**src/rtl/t1cfg_pkg.sv**
```systemverilog
package t1cfg_pkg;
  localparam int unsigned CMD_W = 4;

  localparam logic [CMD_W-1:0] CMD_CFG_RD  = 4'b1010;
  localparam logic [CMD_W-1:0] CMD_CFG_WR  = 4'b1011;
  localparam logic [CMD_W-1:0] CMD_SPECIAL = 4'b0001;

  typedef enum logic [1:0] {
    DEC_OTHER   = 2'd0,
    DEC_SPECIAL = 2'd1,
    DEC_FORWARD = 2'd2,
    DEC_IGNORE  = 2'd3
  } dec_e;

  typedef enum logic [1:0] {
    RESP_NONE     = 2'd0,
    RESP_RETRY    = 2'd1,
    RESP_COMPLETE = 2'd2
  } resp_e;

  typedef enum logic [1:0] {
    TRK_IDLE    = 2'd0,
    TRK_PEND    = 2'd1,
    TRK_ABORTED = 2'd2
  } trk_e;
endpackage

```
**src/rtl/t1cfg_classify.sv**
```systemverilog
module t1cfg_classify
  import t1cfg_pkg::*;
#(
  parameter int unsigned AW = 32,
  parameter int unsigned BW = 8
) (
  input  logic             valid_i,
  input  logic [AW-1:0]    ad_i,
  input  logic [CMD_W-1:0] cmd_i,
  input  logic             upstream_i,
  input  logic [BW-1:0]    pri_bus_i,
  input  logic [BW-1:0]    sec_bus_i,
  input  logic [BW-1:0]    sub_bus_i,
  output dec_e             dec_o,
  output logic [CMD_W-1:0] cmd_o
);
  localparam int unsigned BUS_LSB = 16;
  localparam int unsigned DEV_LSB = 11;
  localparam int unsigned DEV_W   = 5;
  localparam int unsigned FN_LSB  = 8;
  localparam int unsigned FN_W    = 3;
  localparam int unsigned REG_LSB = 2;
  localparam int unsigned REG_W   = 6;

  logic [BW-1:0]    bus;
  logic [DEV_W-1:0] dev;
  logic [FN_W-1:0]  fn;
  logic [REG_W-1:0] regn;
  logic             is_t1, is_rd, is_wr, is_sc;
  logic             sc_match, in_range, in_window;

  assign bus  = ad_i[BUS_LSB +: BW];
  assign dev  = ad_i[DEV_LSB +: DEV_W];
  assign fn   = ad_i[FN_LSB +: FN_W];
  assign regn = ad_i[REG_LSB +: REG_W];

  assign is_t1 = (ad_i[1:0] == 2'b01);
  assign is_rd = (cmd_i == CMD_CFG_RD);
  assign is_wr = (cmd_i == CMD_CFG_WR);
  assign is_sc = (cmd_i == CMD_SPECIAL);

  assign sc_match  = is_wr && (&dev) && (&fn) && (regn == '0) &&
                     (bus == (upstream_i ? pri_bus_i : sec_bus_i));
  assign in_range  = (bus > sec_bus_i) && (bus <= sub_bus_i);
  assign in_window = (bus >= sec_bus_i) && (bus <= sub_bus_i);

  always_comb begin
    dec_o = DEC_OTHER;
    if (is_t1) begin
      if (is_sc)                    dec_o = DEC_IGNORE;
      else if (upstream_i && is_rd) dec_o = DEC_IGNORE;
      else if (sc_match)            dec_o = DEC_SPECIAL;
      else if (!upstream_i && (is_rd || is_wr) && in_range) dec_o = DEC_FORWARD;
      else if (upstream_i && is_wr && !in_window)           dec_o = DEC_FORWARD;
    end
  end

  assign cmd_o = (dec_o == DEC_SPECIAL) ? CMD_SPECIAL : cmd_i;

  always_comb begin
    if (valid_i && is_t1 && upstream_i && is_rd)
      assert_up_read_ignored_R6: assert (dec_o == DEC_IGNORE);
    if (valid_i && !is_t1)
      assert_not_type1_other_R1: assert (dec_o == DEC_OTHER);
  end
endmodule

```
**src/rtl/t1cfg_sc_tracker.sv**
```systemverilog
module t1cfg_sc_tracker
  import t1cfg_pkg::*;
#(
  parameter int unsigned AW = 32
) (
  input  logic          clk_i,
  input  logic          rst_ni,
  input  logic          req_i,
  input  logic [AW-1:0] ad_i,
  input  logic          upstream_i,
  input  logic          abort_i,
  output logic          launch_o,
  output resp_e         resp_o
);
  trk_e          st_q;
  logic [AW-1:0] key_ad_q;
  logic          key_up_q;
  logic          hit;

  assign hit = (ad_i == key_ad_q) && (upstream_i == key_up_q);

  always_ff @(posedge clk_i or negedge rst_ni) begin
    if (!rst_ni) begin
      st_q     <= TRK_IDLE;
      key_ad_q <= '0;
      key_up_q <= 1'b0;
      launch_o <= 1'b0;
      resp_o   <= RESP_NONE;
    end else begin
      launch_o <= 1'b0;
      resp_o   <= RESP_NONE;
      if (st_q == TRK_PEND && abort_i) st_q <= TRK_ABORTED;
      if (req_i) begin
        unique case (st_q)
          TRK_IDLE: begin
            key_ad_q <= ad_i;
            key_up_q <= upstream_i;
            st_q     <= TRK_PEND;
            launch_o <= 1'b1;
            resp_o   <= RESP_RETRY;
          end
          TRK_ABORTED: begin
            if (hit) begin
              resp_o <= RESP_COMPLETE;
              st_q   <= TRK_IDLE;
            end else begin
              resp_o <= RESP_RETRY;
            end
          end
          default: resp_o <= RESP_RETRY;
        endcase
      end
    end
  end

  assert_launch_only_from_idle_R10: assert property (@(posedge clk_i) disable iff (!rst_ni)
    launch_o |-> (st_q == TRK_PEND) && $past(req_i));
  assert_complete_after_abort_R10: assert property (@(posedge clk_i) disable iff (!rst_ni)
    (resp_o == RESP_COMPLETE) |-> (st_q == TRK_IDLE) && $past(st_q == TRK_ABORTED));
  assert_resp_needs_req_R9: assert property (@(posedge clk_i) disable iff (!rst_ni)
    (resp_o != RESP_NONE) |-> $past(req_i));
endmodule

```
**src/rtl/t1cfg_fwd_decoder.sv**
```systemverilog
module t1cfg_fwd_decoder
  import t1cfg_pkg::*;
#(
  parameter int unsigned AW = 32,
  parameter int unsigned BW = 8
) (
  input  logic          clk_i,
  input  logic          rst_ni,
  input  logic          valid_i,
  input  logic [AW-1:0] ad_i,
  input  logic [3:0]    cmd_i,
  input  logic          upstream_i,
  input  logic          split_mode_i,
  input  logic [BW-1:0] pri_bus_i,
  input  logic [BW-1:0] sec_bus_i,
  input  logic [BW-1:0] sub_bus_i,
  input  logic          abort_i,
  output logic          dec_valid_o,
  output logic [1:0]    dec_o,
  output logic [3:0]    cmd_o,
  output logic [AW-1:0] ad_o,
  output logic          launch_o,
  output logic [1:0]    resp_o
);
  dec_e             cls;
  logic [CMD_W-1:0] cls_cmd;
  resp_e            trk_resp;
  logic             trk_req;

  t1cfg_classify #(.AW(AW), .BW(BW)) i_classify (
    .valid_i    (valid_i),
    .ad_i       (ad_i),
    .cmd_i      (cmd_i),
    .upstream_i (upstream_i),
    .pri_bus_i  (pri_bus_i),
    .sec_bus_i  (sec_bus_i),
    .sub_bus_i  (sub_bus_i),
    .dec_o      (cls),
    .cmd_o      (cls_cmd)
  );

  assign trk_req = valid_i && (cls == DEC_SPECIAL) && !split_mode_i;

  t1cfg_sc_tracker #(.AW(AW)) i_tracker (
    .clk_i      (clk_i),
    .rst_ni     (rst_ni),
    .req_i      (trk_req),
    .ad_i       (ad_i),
    .upstream_i (upstream_i),
    .abort_i    (abort_i),
    .launch_o   (launch_o),
    .resp_o     (trk_resp)
  );
  assign resp_o = trk_resp;

  always_ff @(posedge clk_i or negedge rst_ni) begin
    if (!rst_ni) begin
      dec_valid_o <= 1'b0;
      dec_o       <= DEC_OTHER;
      cmd_o       <= '0;
      ad_o        <= '0;
    end else begin
      dec_valid_o <= valid_i;
      if (valid_i) begin
        dec_o <= cls;
        cmd_o <= cls_cmd;
        ad_o  <= ad_i;
      end
    end
  end

  assert_strobe_follows_valid_R8: assert property (@(posedge clk_i) disable iff (!rst_ni)
    dec_valid_o |-> $past(valid_i));
  assert_special_cmd_R4: assert property (@(posedge clk_i) disable iff (!rst_ni)
    (dec_valid_o && dec_o == DEC_SPECIAL) |-> (cmd_o == CMD_SPECIAL));
  assert_split_quiet_R11: assert property (@(posedge clk_i) disable iff (!rst_ni)
    $past(split_mode_i) |-> !launch_o && (resp_o == RESP_NONE));
endmodule

```
**config.mk**
```make
export PLATFORM = sky130hd
export DESIGN_NAME = t1cfg_fwd_decoder
export DESIGN_NICKNAME = d
export VERILOG_FILES = /design/src/rtl/t1cfg_pkg.sv /design/src/rtl/t1cfg_classify.sv /design/src/rtl/t1cfg_sc_tracker.sv /design/src/rtl/t1cfg_fwd_decoder.sv
export SDC_FILE = /design/constraint.sdc
export NUM_CORES = 1
export LEC_CHECK = 0
export ABC_AREA = 0
export BUFFER_PORTS_ARGS = -buffer_cell sky130_fd_sc_hd__buf_4
export CELL_PAD_IN_SITES_DETAIL_PLACEMENT = 1
export CELL_PAD_IN_SITES_GLOBAL_PLACEMENT = 2
export CORE_ASPECT_RATIO = 0.6
export CORE_UTILIZATION = 29
export CTS_CLUSTER_DIAMETER = 100
export DETAILED_ROUTE_END_ITERATION = 8
export MAX_ROUTING_LAYER = met4
export PLACE_DENSITY_LB_ADDON = 0.08
export RECOVER_POWER = 25
export SKIP_LAST_GASP = 1
export SYNTH_ARGS = -nofsm -noshare
export SYNTH_HDL_FRONTEND = slang
export SYNTH_SLANG_ARGS = --single-unit
```
**constraint.sdc**
```tcl
create_clock -name clk_i -period 2.55 [get_ports clk_i]
set_input_delay 0.1275 -clock clk_i [delete_from_list [all_inputs] [get_ports clk_i]]
set_output_delay 0.1275 -clock clk_i [all_outputs]
set_load 0.03 [all_outputs]
```
==> results of run 1 <==
## routing by layer
layer  global-route usage, %  share of wire (%)
met4                    4.04               0.92
met5                       -                  0
met3                    3.84                4.9
met2                    21.9                 40
met1                    24.0                 54
## cells by family (layout without fill, tap and decap cells)
| group | count (synthesis) | in the layout | share of synthesized area [%] |
|---|---|---|---|
| and+or+nand+nor | 71 | 71 | 11.7 |
| muxes | 60 | 60 | 17.8 |
| DFF | 77 | 77 | 48.9 |
| AOI/OAI and AO/OA | 27 | 27 | 4.16 |
| buffers and inverters | 26 | 143 | 3.24 |
| xor gates and xnor gates | 41 | 41 | 9.11 |
| adders and majority gates | 16 | 16 | 5.08 |
## final cells by class
type | count | area [sq um] | share of cell area, %
Sequential cell | 77 | 1930 | 37.1
Multi-Input combinational cell | 215 | 1890 | 36.4
Clock buffer | 10 | 229 | 4.41
Timing Repair Buffer | 110 | 832 | 16.0
Clock inverter | 6 | 40.0 | 0.771
Inverter | 17 | 63.8 | 1.23
Tap cell | 170 | 213 | 4.10
## through the flow
stage	hold slack, ps	power [mW]	instance area [sq um]	setup slack, ps
CTS	3.93	3.11	5200	475
global route	33.5	3.20	5190	307
global placement	361	1.92	4930	308
finish	36.4	3.05	5190	537
detailed placement	363	1.93	4930	254
floorplan	-168	1.64	3940	429
## worst max path at each step
stage / to / depth (start not counted) / slack, ps
2_1_floorplan: i_tracker.key_ad_q[21] / 9 / 430
3_3_place_gp: i_tracker.key_ad_q[20] / 8 / 310
3_5_place_dp: i_tracker.key_ad_q[20] / 8 / 250
4_1_cts: i_tracker.resp_o[0] / 5 / 480
5_1_grt: i_tracker.resp_o[0] / 5 / 310
6_report: i_tracker.resp_o[0] / 5 / 540
## sequential cells by signal, indices dropped and copies added (netlist names)
| name | flops |
|---|---|
| i_tracker.st_q | 2 |
| i_tracker.resp_o | 2 |
| dec_valid_o | 1 |
| i_tracker.key_up_q | 1 |
| i_tracker.key_ad_q | 32 |
| dec_o | 2 |
| i_tracker.launch_o | 1 |
| cmd_o | 4 |
| ad_o | 32 |
## power by group
| group | switching, mW | internal, mW |
|---|---|---|
| Combinational | 0.329 | 0.254 |
| Clock | 0.496 | 0.657 |
| Sequential | 0.0309 | 1.28 |
| Total | 0.856 | 2.19 |
## Yosys cell counts
cell      count  area share, %
o32ai_1       1           0.22
nor3_1        5           0.63
a31oi_1       1           0.16
or3b_2        1           0.22
and4_1        2           0.44
nand4b_1      1           0.22
dfrtp_1      77             49
nor2b_1      11            1.7
o22a_1        1           0.22
o311ai_0      1           0.22
o2111a_1      1           0.29
a211oi_1      1           0.19
mux2_2       38             11
nand3_1       3           0.38
nor4_1        7            1.1
inv_1        17            1.6
nand4_2       1           0.32
or2_2        11            1.7
nand2_1       6           0.57
and3_1        1           0.16
o211ai_1      2           0.38
and2_1        2           0.32
nand4_1      10            1.6
buf_1         1          0.095
o21ai_0       5           0.63
mux2_1        4            1.1
nor4_4        2            1.1
nor4b_1       1           0.22
xnor2_1      19            4.2
nor4b_2       1           0.38
xor2_1       22            4.9
ha_1         16            5.1
a21oi_1      13            1.7
nor2_1        6           0.57
mux2i_1       8            2.0
o21a_1        1           0.19
buf_6         4            1.1
clkbuf_1      4           0.38
mux2_4       10            3.8
## critical path: stages, from the launching register on
cell,delay (ps)
dfrtp_1,390
xor2_1,150
nor4_1,460
nand3_1,130
nor4_1,570
a21oi_1,180
==> metrics.csv, run 1 <==
stage,metric,value,unit
detailed_routing,Wirelength per Cell,17.3,microns
detailed_routing,Final ANT Viol Nets,0,
global_routing,initial antenna violation count,0,
min_path,worst min-delay path category,in -> reg,
sta,Final period util,79.0,%
synth,synth unique cells,39,
sta,f_max,497,MHz
worst_setup_path,Reg-to-Reg Start,i_tracker.key_ad_q[21],
floorplanning,die footprint,14100,sq um
detailed_routing,DRC Markers,6,
detailed_routing,First-pass DRT Iterations,6,
synth,"Seq/Total Area, Yosys",48.9,%
clock_network,worst-skew pair later-pin latency,330,ps
clock_network,CTS clock-pin slew for the worst setup and hold paths,60,ps
floorplanning,Top Ports,108,
detailed_routing,via count,2792,
placed_design,Cells after DPL,589,
min_path,Hold Path Stages,2,
power,Peak supply drop,0.336,mV
synth,cell area after synthesis,3940,sq um
run_status,run status,"complete, but fails checks",
sta,Slew @ Worst Pin,1980,ps
global_routing,vias in the first global route,2919,
detailed_routing,vias per cell,4.61,
clock_network,hold buffers post-CTS,0,
global_routing,total grt overflow,0,
flow_run,maxcap violations,1,
placed_design,placer congestion estimate,0.731,
global_routing,Tot GR Track Use,16.2,%
placed_design,# port buffers,107,
sta,Slew Limit Fails,78,
sta,RSZ-0062 raised after global routing,false,
floorplanning,Initial Util,30.2,%
clock_network,# clock sinks,77,
floorplanning,Core Box Area,13100,sq um
global_routing,first-pass GRT wire length,16.6,mm
worst_setup_path,CP Launch Type,flop,
worst_setup_path,Setup crit start,i_tracker.key_ad_q[21],
worst_setup_path,Worst EP required,2740,ps
worst_setup_path,FF-to-FF path depth,5,
clock_network,Max Buffers Root-to-Sink,2,
sta,Fin. Hold Viols,0,
min_path,Worst Hold End,i_tracker.key_ad_q[31],
worst_setup_path,Setup CP Type,reg -> reg,
final_layout,fin util,39.8,%
sta,final setup fails,0,
final_layout,most frequent cells in the layout,"buf_4 (107), dfrtp_1 (77), mux2_2 (38)",
detailed_routing,DRT iter0 DRCs,116,
placed_design,Detail Placement HPWL,7.84,mm
clock_network,H-tree levels,3,
synth,Post-Syn Nets,400,
detailed_routing,Routed Wire Length,10.4,mm
clock_network,CTS tree,yes,
worst_setup_path,CP Max Fanout,3,
worst_setup_path,kind of end point of the critical path,flop,
global_routing,largest net degree at the start of global routing,78,
worst_setup_path,FF-to-FF setup slack,540,ps
floorplanning,die span in x,153,microns
final_layout,Layout area overhead,31.7,%
worst_setup_path,critical path data arrival time,2200,ps
synth,syn avg cell area,12.4,sq um
power,pwr/cell area,587,nW/um^2
clock_network,setup bufs post-CTS,0,
final_layout,fill count,1448,
clock_network,Inserted Clock Buffers,9,
floorplanning,Die Y,92.3,microns
final_layout,layout cell share with drive strength beyond 1,43.2,%
min_path,worst hold start,ad_i[31],
sta,Setup TNS,0,ps
sta,Layout Skew,5.68,ps
final_layout,"commonest non-fill, non-tap cell in the layout",buf_4,
sta,Slew HR,-32.3,%
final_layout,"Cell Count, Final, Fillers Out",605,
synth,Mapped Cells,318,
run_status,violated checks,"DRC, capacitance limit, slew limit",
worst_setup_path,FF-to-FF End,i_tracker.resp_o[0],
clock_network,CTS root buf,clkbuf_16,
sta,post-layout min period,2010,ps
synth,Synth warnings,0,
floorplanning,# rows,32,
final_layout,# diodes,0,
final_layout,Layout Nets,512,
clock_network,Resize count post-CTS,0,
synth,"FF+latch count, synth",77,
power,leakage,2.52,nW
(Power assumes the default switching activity.)
==> run 2: changes to the inputs <==
==> constraint.sdc (replaced) <==
create_clock -name clk_i -period 1.9 [get_ports clk_i]
set_input_delay 0.095 -clock clk_i [delete_from_list [all_inputs] [get_ports clk_i]]
set_output_delay 0.095 -clock clk_i [all_outputs]
set_load 0.03 [all_outputs]
==> metrics.csv, run 2 (same netlist as run 1, synthesis figures left out) <==
stage,metric,value,unit,change
sta,Fin. Hold Viols,0,,unchanged
sta,Slew Limit Fails,0,,-100%
sta,Slew @ Worst Pin,1080,ps,-904 ps
clock_network,CTS root buf,clkbuf_16,,
clock_network,Inserted Clock Buffers,9,,unchanged
min_path,worst min-delay path category,in -> reg,,
floorplanning,# rows,32,,unchanged
floorplanning,Initial Util,30.2,%,unchanged
worst_setup_path,CP Max Fanout,14,,+11
floorplanning,die footprint,14100,sq um,unchanged
floorplanning,Die Y,92.3,microns,unchanged
floorplanning,die span in x,153,microns,unchanged
final_layout,"commonest non-fill, non-tap cell in the layout",buf_4,,
sta,f_max,536,MHz,
worst_setup_path,Setup CP Type,in -> reg,,
placed_design,Detail Placement HPWL,8.26,mm,+5.4%
final_layout,layout cell share with drive strength beyond 1,49.9,%,+6.7 points
power,Peak supply drop,0.373,mV,+11%
worst_setup_path,Worst EP required,2120,ps,-620 ps
detailed_routing,Final ANT Viol Nets,0,,unchanged
detailed_routing,DRC Markers,0,,-6
sta,Slew HR,28.0,%,+60 points
clock_network,# clock sinks,77,,unchanged
worst_setup_path,CP Launch Type,input pin,,
floorplanning,Core Box Area,13100,sq um,unchanged
final_layout,# diodes,0,,unchanged
detailed_routing,via count,3007,,+7.7%
power,leakage,2.78,nW,+10%
detailed_routing,Wirelength per Cell,17.4,microns,+0.65%
sta,Layout Skew,3.93,ps,-1.75 ps
flow_run,maxcap violations,0,,-1
clock_network,CTS clock-pin slew for the worst setup and hold paths,60,ps,about the same
run_status,run status,completed,,
detailed_routing,First-pass DRT Iterations,6,,unchanged
sta,Setup TNS,0,ps,unchanged
final_layout,registers with the most flip-flops,"ad_o: 32 flops, i_tracker.key_ad_q: 32 flops, cmd_o: 4 flops",,
min_path,Hold Path Stages,2,,unchanged
global_routing,largest net degree at the start of global routing,63,,-19%
floorplanning,Top Ports,108,,unchanged
final_layout,register area,1930,sq um,unchanged
worst_setup_path,critical path data arrival time,2080,ps,-120 ps
detailed_routing,vias per cell,4.66,,+1.0%
sta,final setup fails,0,,unchanged
worst_setup_path,FF-to-FF path depth,7,,+2
detailed_routing,DRT iter0 DRCs,87,,-25%
clock_network,H-tree levels,3,,unchanged
sta,post-layout min period,1860,ps,
power,"Power, Total",4.48,mW,+47%
clock_network,Max Buffers Root-to-Sink,2,,unchanged
worst_setup_path,kind of end point of the critical path,flop,,
global_routing,vias in the first global route,3210,,+10%
global_routing,initial antenna violation count,0,,unchanged
clock_network,CTS tree,yes,,
final_layout,most frequent cells in the layout,"buf_4 (141), dfrtp_1 (77), mux2_2 (38)",,
clock_network,worst-skew pair later-pin latency,340,ps,about the same
final_layout,fill count,1410,,-2.6%
final_layout,Layout area overhead,44.4,%,
sta,Final period util,98.1,%,
detailed_routing,Routed Wire Length,11.2,mm,+7.3%
placed_design,placer congestion estimate,0.761,,+4.1%
global_routing,total grt overflow,0,,unchanged
global_routing,Tot GR Track Use,17.6,%,+1.3 points
power,pwr/cell area,786,nW/um^2,+34%
placed_design,# port buffers,107,,unchanged
global_routing,first-pass GRT wire length,18.2,mm,+9.3%
final_layout,Layout Nets,553,,+8.0%
final_layout,area of the multi-input gates,1980,sq um,+4.8%
## run 2: per-layer routing
metal  part of all wire (%)  track usage (%)  up-vias  routed length [microns]
li1                       -                -     1433                        -
met1                     52             25.0     1494                     5870
met2                     42             24.7       70                     4720
met3                    4.6             4.91       10                      517
met4                   0.87             3.79        0                       97
met5                      0                -        -                        0
## run 2: timing repair
action / 4_1_cts / 5_1_grt
hold buffers: 2 / 0
buffers inserted: 0 / 2
gates resized for setup: 0 / 15
setup endpoints to repair: 0 / 20
endpoints found under the hold margin: 78 / 0
## run 2: critical path, cell delays in order
cell	delay (ps)
buf_12	130
mux2i_4	250
xnor2_2	100
nor4_4	400
nand4_2	180
nor4_4	240
buf_4	210
clkbuf_16	180
mux2_4	300
## run 2: layout make-up
type | instances | area share (%)
multi-input cells | 215 | 34.8
flip-flops and latches | 77 | 33.8
repair buffers | 151 | 21.0
clock buffers | 11 | 4.26
well taps | 170 | 3.74
clock inverters | 4 | 1.27
inverters | 17 | 1.12
## run 2: power breakdown
part	leakage (nW)	internal (mW)	switching [mW]	total, mW
Sequential	0.992	1.72	0.0446	1.76
Clock	0.152	1.18	0.666	1.84
Combinational	1.64	0.404	0.466	0.870
## run 2: worst paths after layout
kind | endpoint | from | slack, ps
min | i_tracker.key_ad_q[29] | ad_i[29] | 20
min in group asynchronous | cmd_o[2] | rst_ni | 390
max in group asynchronous | ad_o[9] | rst_ni | 420
max reg2reg | i_tracker.resp_o[1] | i_tracker.key_ad_q[21] | 120
max | i_tracker.key_ad_q[27] | upstream_i | 40
min reg2reg | i_tracker.key_ad_q[11] | i_tracker.key_ad_q[11] | 490
## run 2: metrics by stage
step / cell area (sq um) / util, % / hold WS [ps] / std cells / setup slack [ps]
global placement: 5220 / 40.0 / -29.2 / 624 / -282
detailed placement: 5220 / 40.0 / -27.6 / 624 / -354
finish: 5690 / 43.6 / 17.8 / 645 / 35.9
global route: 5690 / 43.6 / 8.29 / 645 / -9.08
floorplan: 3960 / - / -201 / 318 / -179
CTS: 5550 / 42.5 / 5.90 / 641 / 9.15
==> run 3: changes to the inputs <==
--- a/config.mk
+++ b/config.mk
@@ -16,6 +16,7 @@
 export MAX_ROUTING_LAYER = met4
 export PLACE_DENSITY_LB_ADDON = 0.08
 export RECOVER_POWER = 25
+export REMOVE_ABC_BUFFERS = 1
 export SKIP_LAST_GASP = 1
 export SYNTH_ARGS = -nofsm -noshare
 export SYNTH_HDL_FRONTEND = slang
==> metrics.csv, run 3 (same netlist as run 1, synthesis figures left out) <==
stage,metric,value,unit,change
run_status,run status,"complete, but fails checks",,
run_status,violated checks,DRC,,
global_routing,total grt overflow,0,,unchanged
detailed_routing,via count,2917,,-3.0%
clock_network,Inserted Clock Buffers,9,,unchanged
power,Clk pwr share,38.7,%,-2.5 points
power,Psw,1.15,mW,-2.6%
detailed_routing,First-pass DRT Iterations,8,,+2
clock_network,H-tree levels,3,,unchanged
global_routing,first-pass GRT wire length,18.2,mm,+0.30%
sta,RSZ-0062 raised after global routing,true,,
clock_network,CTS root buf,clkbuf_16,,
floorplanning,die span in x,153,microns,unchanged
final_layout,# diodes,0,,unchanged
global_routing,initial antenna violation count,0,,unchanged
final_layout,Layout Nets,542,,-2.0%
flow_run,maxcap violations,0,,unchanged
final_layout,registers with the most flip-flops,"ad_o: 32 flops, i_tracker.key_ad_q: 32 flops, cmd_o: 4 flops",,
worst_setup_path,worst path bufs/invs,2,,-1
global_routing,largest net degree at the start of global routing,40,,-37%
clock_network,# clock sinks,77,,unchanged
final_layout,Layout area overhead,38.7,%,
detailed_routing,DRC Markers,4,,+4
clock_network,CTS tree,yes,,
final_layout,fill count,1411,,+0.071%
global_routing,vias in the first global route,3217,,+0.22%
global_routing,Tot GR Track Use,17.7,%,+0.11 points
worst_setup_path,CP Launch Type,input pin,,
worst_setup_path,Reg-to-Reg Start,i_tracker.key_ad_q[24],,
detailed_routing,Routed Wire Length,11.2,mm,-0.39%
worst_setup_path,cells along the critical path,buf_4 > mux2i_1 > xnor2_1 > nor4b_2 > nand4_2 > nor4_4 > buf_12 > mux2_2,,
sta,final setup fails,0,,unchanged
detailed_routing,DRT iter0 DRCs,89,,+2.3%
power,Int Power,3.09,mW,-6.4%
final_layout,most frequent cells in the layout,"buf_4 (134), dfrtp_1 (77), mux2_2 (38)",,
sta,post-layout min period,1780,ps,-82.3 ps
worst_setup_path,Worst EP required,2110,ps,about the same
placed_design,# port buffers,107,,unchanged
power,Flop pwr share,41.6,%,+2.2 points
floorplanning,# rows,32,,unchanged
floorplanning,Top Ports,108,,unchanged
worst_setup_path,CP Max Fanout,25,,+11
min_path,worst min-delay path category,in -> reg,,
min_path,worst hold start,ad_i[31],,
power,pwr/cell area,774,nW/um^2,-1.5%
floorplanning,Core Box Area,13100,sq um,unchanged
worst_setup_path,FF-to-FF End,i_tracker.resp_o[1],,
clock_network,worst-skew pair later-pin latency,330,ps,about the same
detailed_routing,vias per cell,4.59,,-1.5%
worst_setup_path,critical path data arrival time,2000,ps,-80 ps
detailed_routing,Wirelength per Cell,17.6,microns,+1.2%
sta,Slew @ Worst Pin,1040,ps,-40.2 ps
placed_design,Cells after DPL,618,,-0.96%
final_layout,"commonest non-fill, non-tap cell in the layout",buf_4,,
worst_setup_path,CP max-delay cell,nor4b_2,,
placed_design,placer congestion estimate,0.741,,-2.6%
floorplanning,Initial Util,30.2,%,unchanged
worst_setup_path,kind of end point of the critical path,flop,,
power,Peak supply drop,0.379,mV,+1.6%
power,switch share,27.1,%,+0.78 points
worst_setup_path,Crit path largest cell delay,360,ps,-40 ps
worst_setup_path,Setup CP Type,in -> reg,,
detailed_routing,Final ANT Viol Nets,0,,unchanged
worst_setup_path,Top Family by Delay on Critical Path,simple AND/OR/NAND/NOR gates,,
sta,Slew HR,30.7,%,+2.7 points
placed_design,Detail Placement HPWL,8.75,mm,+5.9%
clock_network,setup bufs post-CTS,0,,unchanged
sta,Fin. Hold Viols,0,,unchanged
min_path,Worst Hold End,i_tracker.key_ad_q[31],,
final_layout,layout cell share with drive strength beyond 1,47.1,%,-2.8 points
floorplanning,die footprint,14100,sq um,unchanged
final_layout,"Cell Count, Final, Fillers Out",635,,-1.6%
sta,Final period util,93.8,%,-4.3 points
floorplanning,Die Y,92.3,microns,unchanged
power,Logic pwr share,19.7,%,+0.3 points
sta,Slew Limit Fails,0,,unchanged
worst_setup_path,FF-to-FF setup slack,240,ps,+120 ps
clock_network,CTS clock-pin slew for the worst setup and hold paths,60,ps,about the same
sta,f_max,561,MHz,+4.6%
sta,Layout Skew,7.53,ps,+3.60 ps
worst_setup_path,FF-to-FF path depth,6,,-1
clock_network,Max Buffers Root-to-Sink,2,,unchanged
power,"Power, Total",4.24,mW,-5.4%
min_path,Hold Path Stages,2,,unchanged
power,leakage,2.68,nW,-3.5%
-- run 3: cell count changes in the layout (fill, tap and decap cells not counted), sizes merged --
| cell | before | now |
|---|---|---|
| buf | 144 | 136 |
| bufinv | 2 | 0 |
| clkbuf | 16 | 17 |
| dlygate4sd3 | 2 | 1 |
-- run 3: how the worst max path moves through the flow --
stage | to | cells after the start | start
after global routing | i_tracker.key_ad_q[16] | 8 | upstream_i
after global placement | i_tracker.key_ad_q[19] | 8 | upstream_i
final | i_tracker.key_ad_q[19] | 8 | upstream_i
after floorplan | i_tracker.key_ad_q[18] | 6 | upstream_i
after CTS | i_tracker.key_ad_q[19] | 8 | upstream_i
after detailed placement | i_tracker.key_ad_q[19] | 8 | upstream_i
-- run 3: timing repair --
action | 4_1_cts | 5_1_grt
hold endpoints to repair | 34 | 0
setup endpoints to repair | 0 | 13
gates resized for setup | 0 | 3
hold buffers | 1 | 0
-- run 3: final cells by class --
cell class	instances	area, sq um	area share (%)
inverter	17	63.8	1.17
multi-input combinational	215	1910	34.9
sequential	77	1930	35.2
clock inverter	2	16.3	0.297
timing repair buffer	140	1070	19.6
clock buffer	14	274	5.01
tap	170	213	3.89
-- run 3: per-layer routing --
layer	routed length, microns	global-route usage [%]	vias to the layer above
met2	4630	25.0	64
met5	0	-	-
met1	5970	25.7	1441
li1	-	-	1403
met3	492	4.02	9
met4	72	3.28	0
-- run 3: power groups by stage --
stage               sequential (mW)  clock (mW)  combinational [mW]
floorplan                      1.95           0               0.230
detailed placement             1.79           0               0.841
global route                   1.77        1.76               0.904
CTS                            1.76        1.69               0.847
global placement               1.79           0               0.828
finish                         1.76        1.64               0.833
-- run 3: metrics by stage --
stage	instance area [sq um]	worst slack (ps)	utilization, %	setup TNS [ps]	hold slack (ps)
6_report	5470	118	41.9	0	14.9
5_1_grt	5470	-8.44	41.9	-8.44	17.3
4_1_cts	5460	63.9	41.8	0	6.93
3_5_place_dp	5160	-269	39.5	-5850	93.8
3_3_place_gp	5160	-167	39.5	-2910	91.5
2_1_floorplan	3880	-624	-	-15700	-201
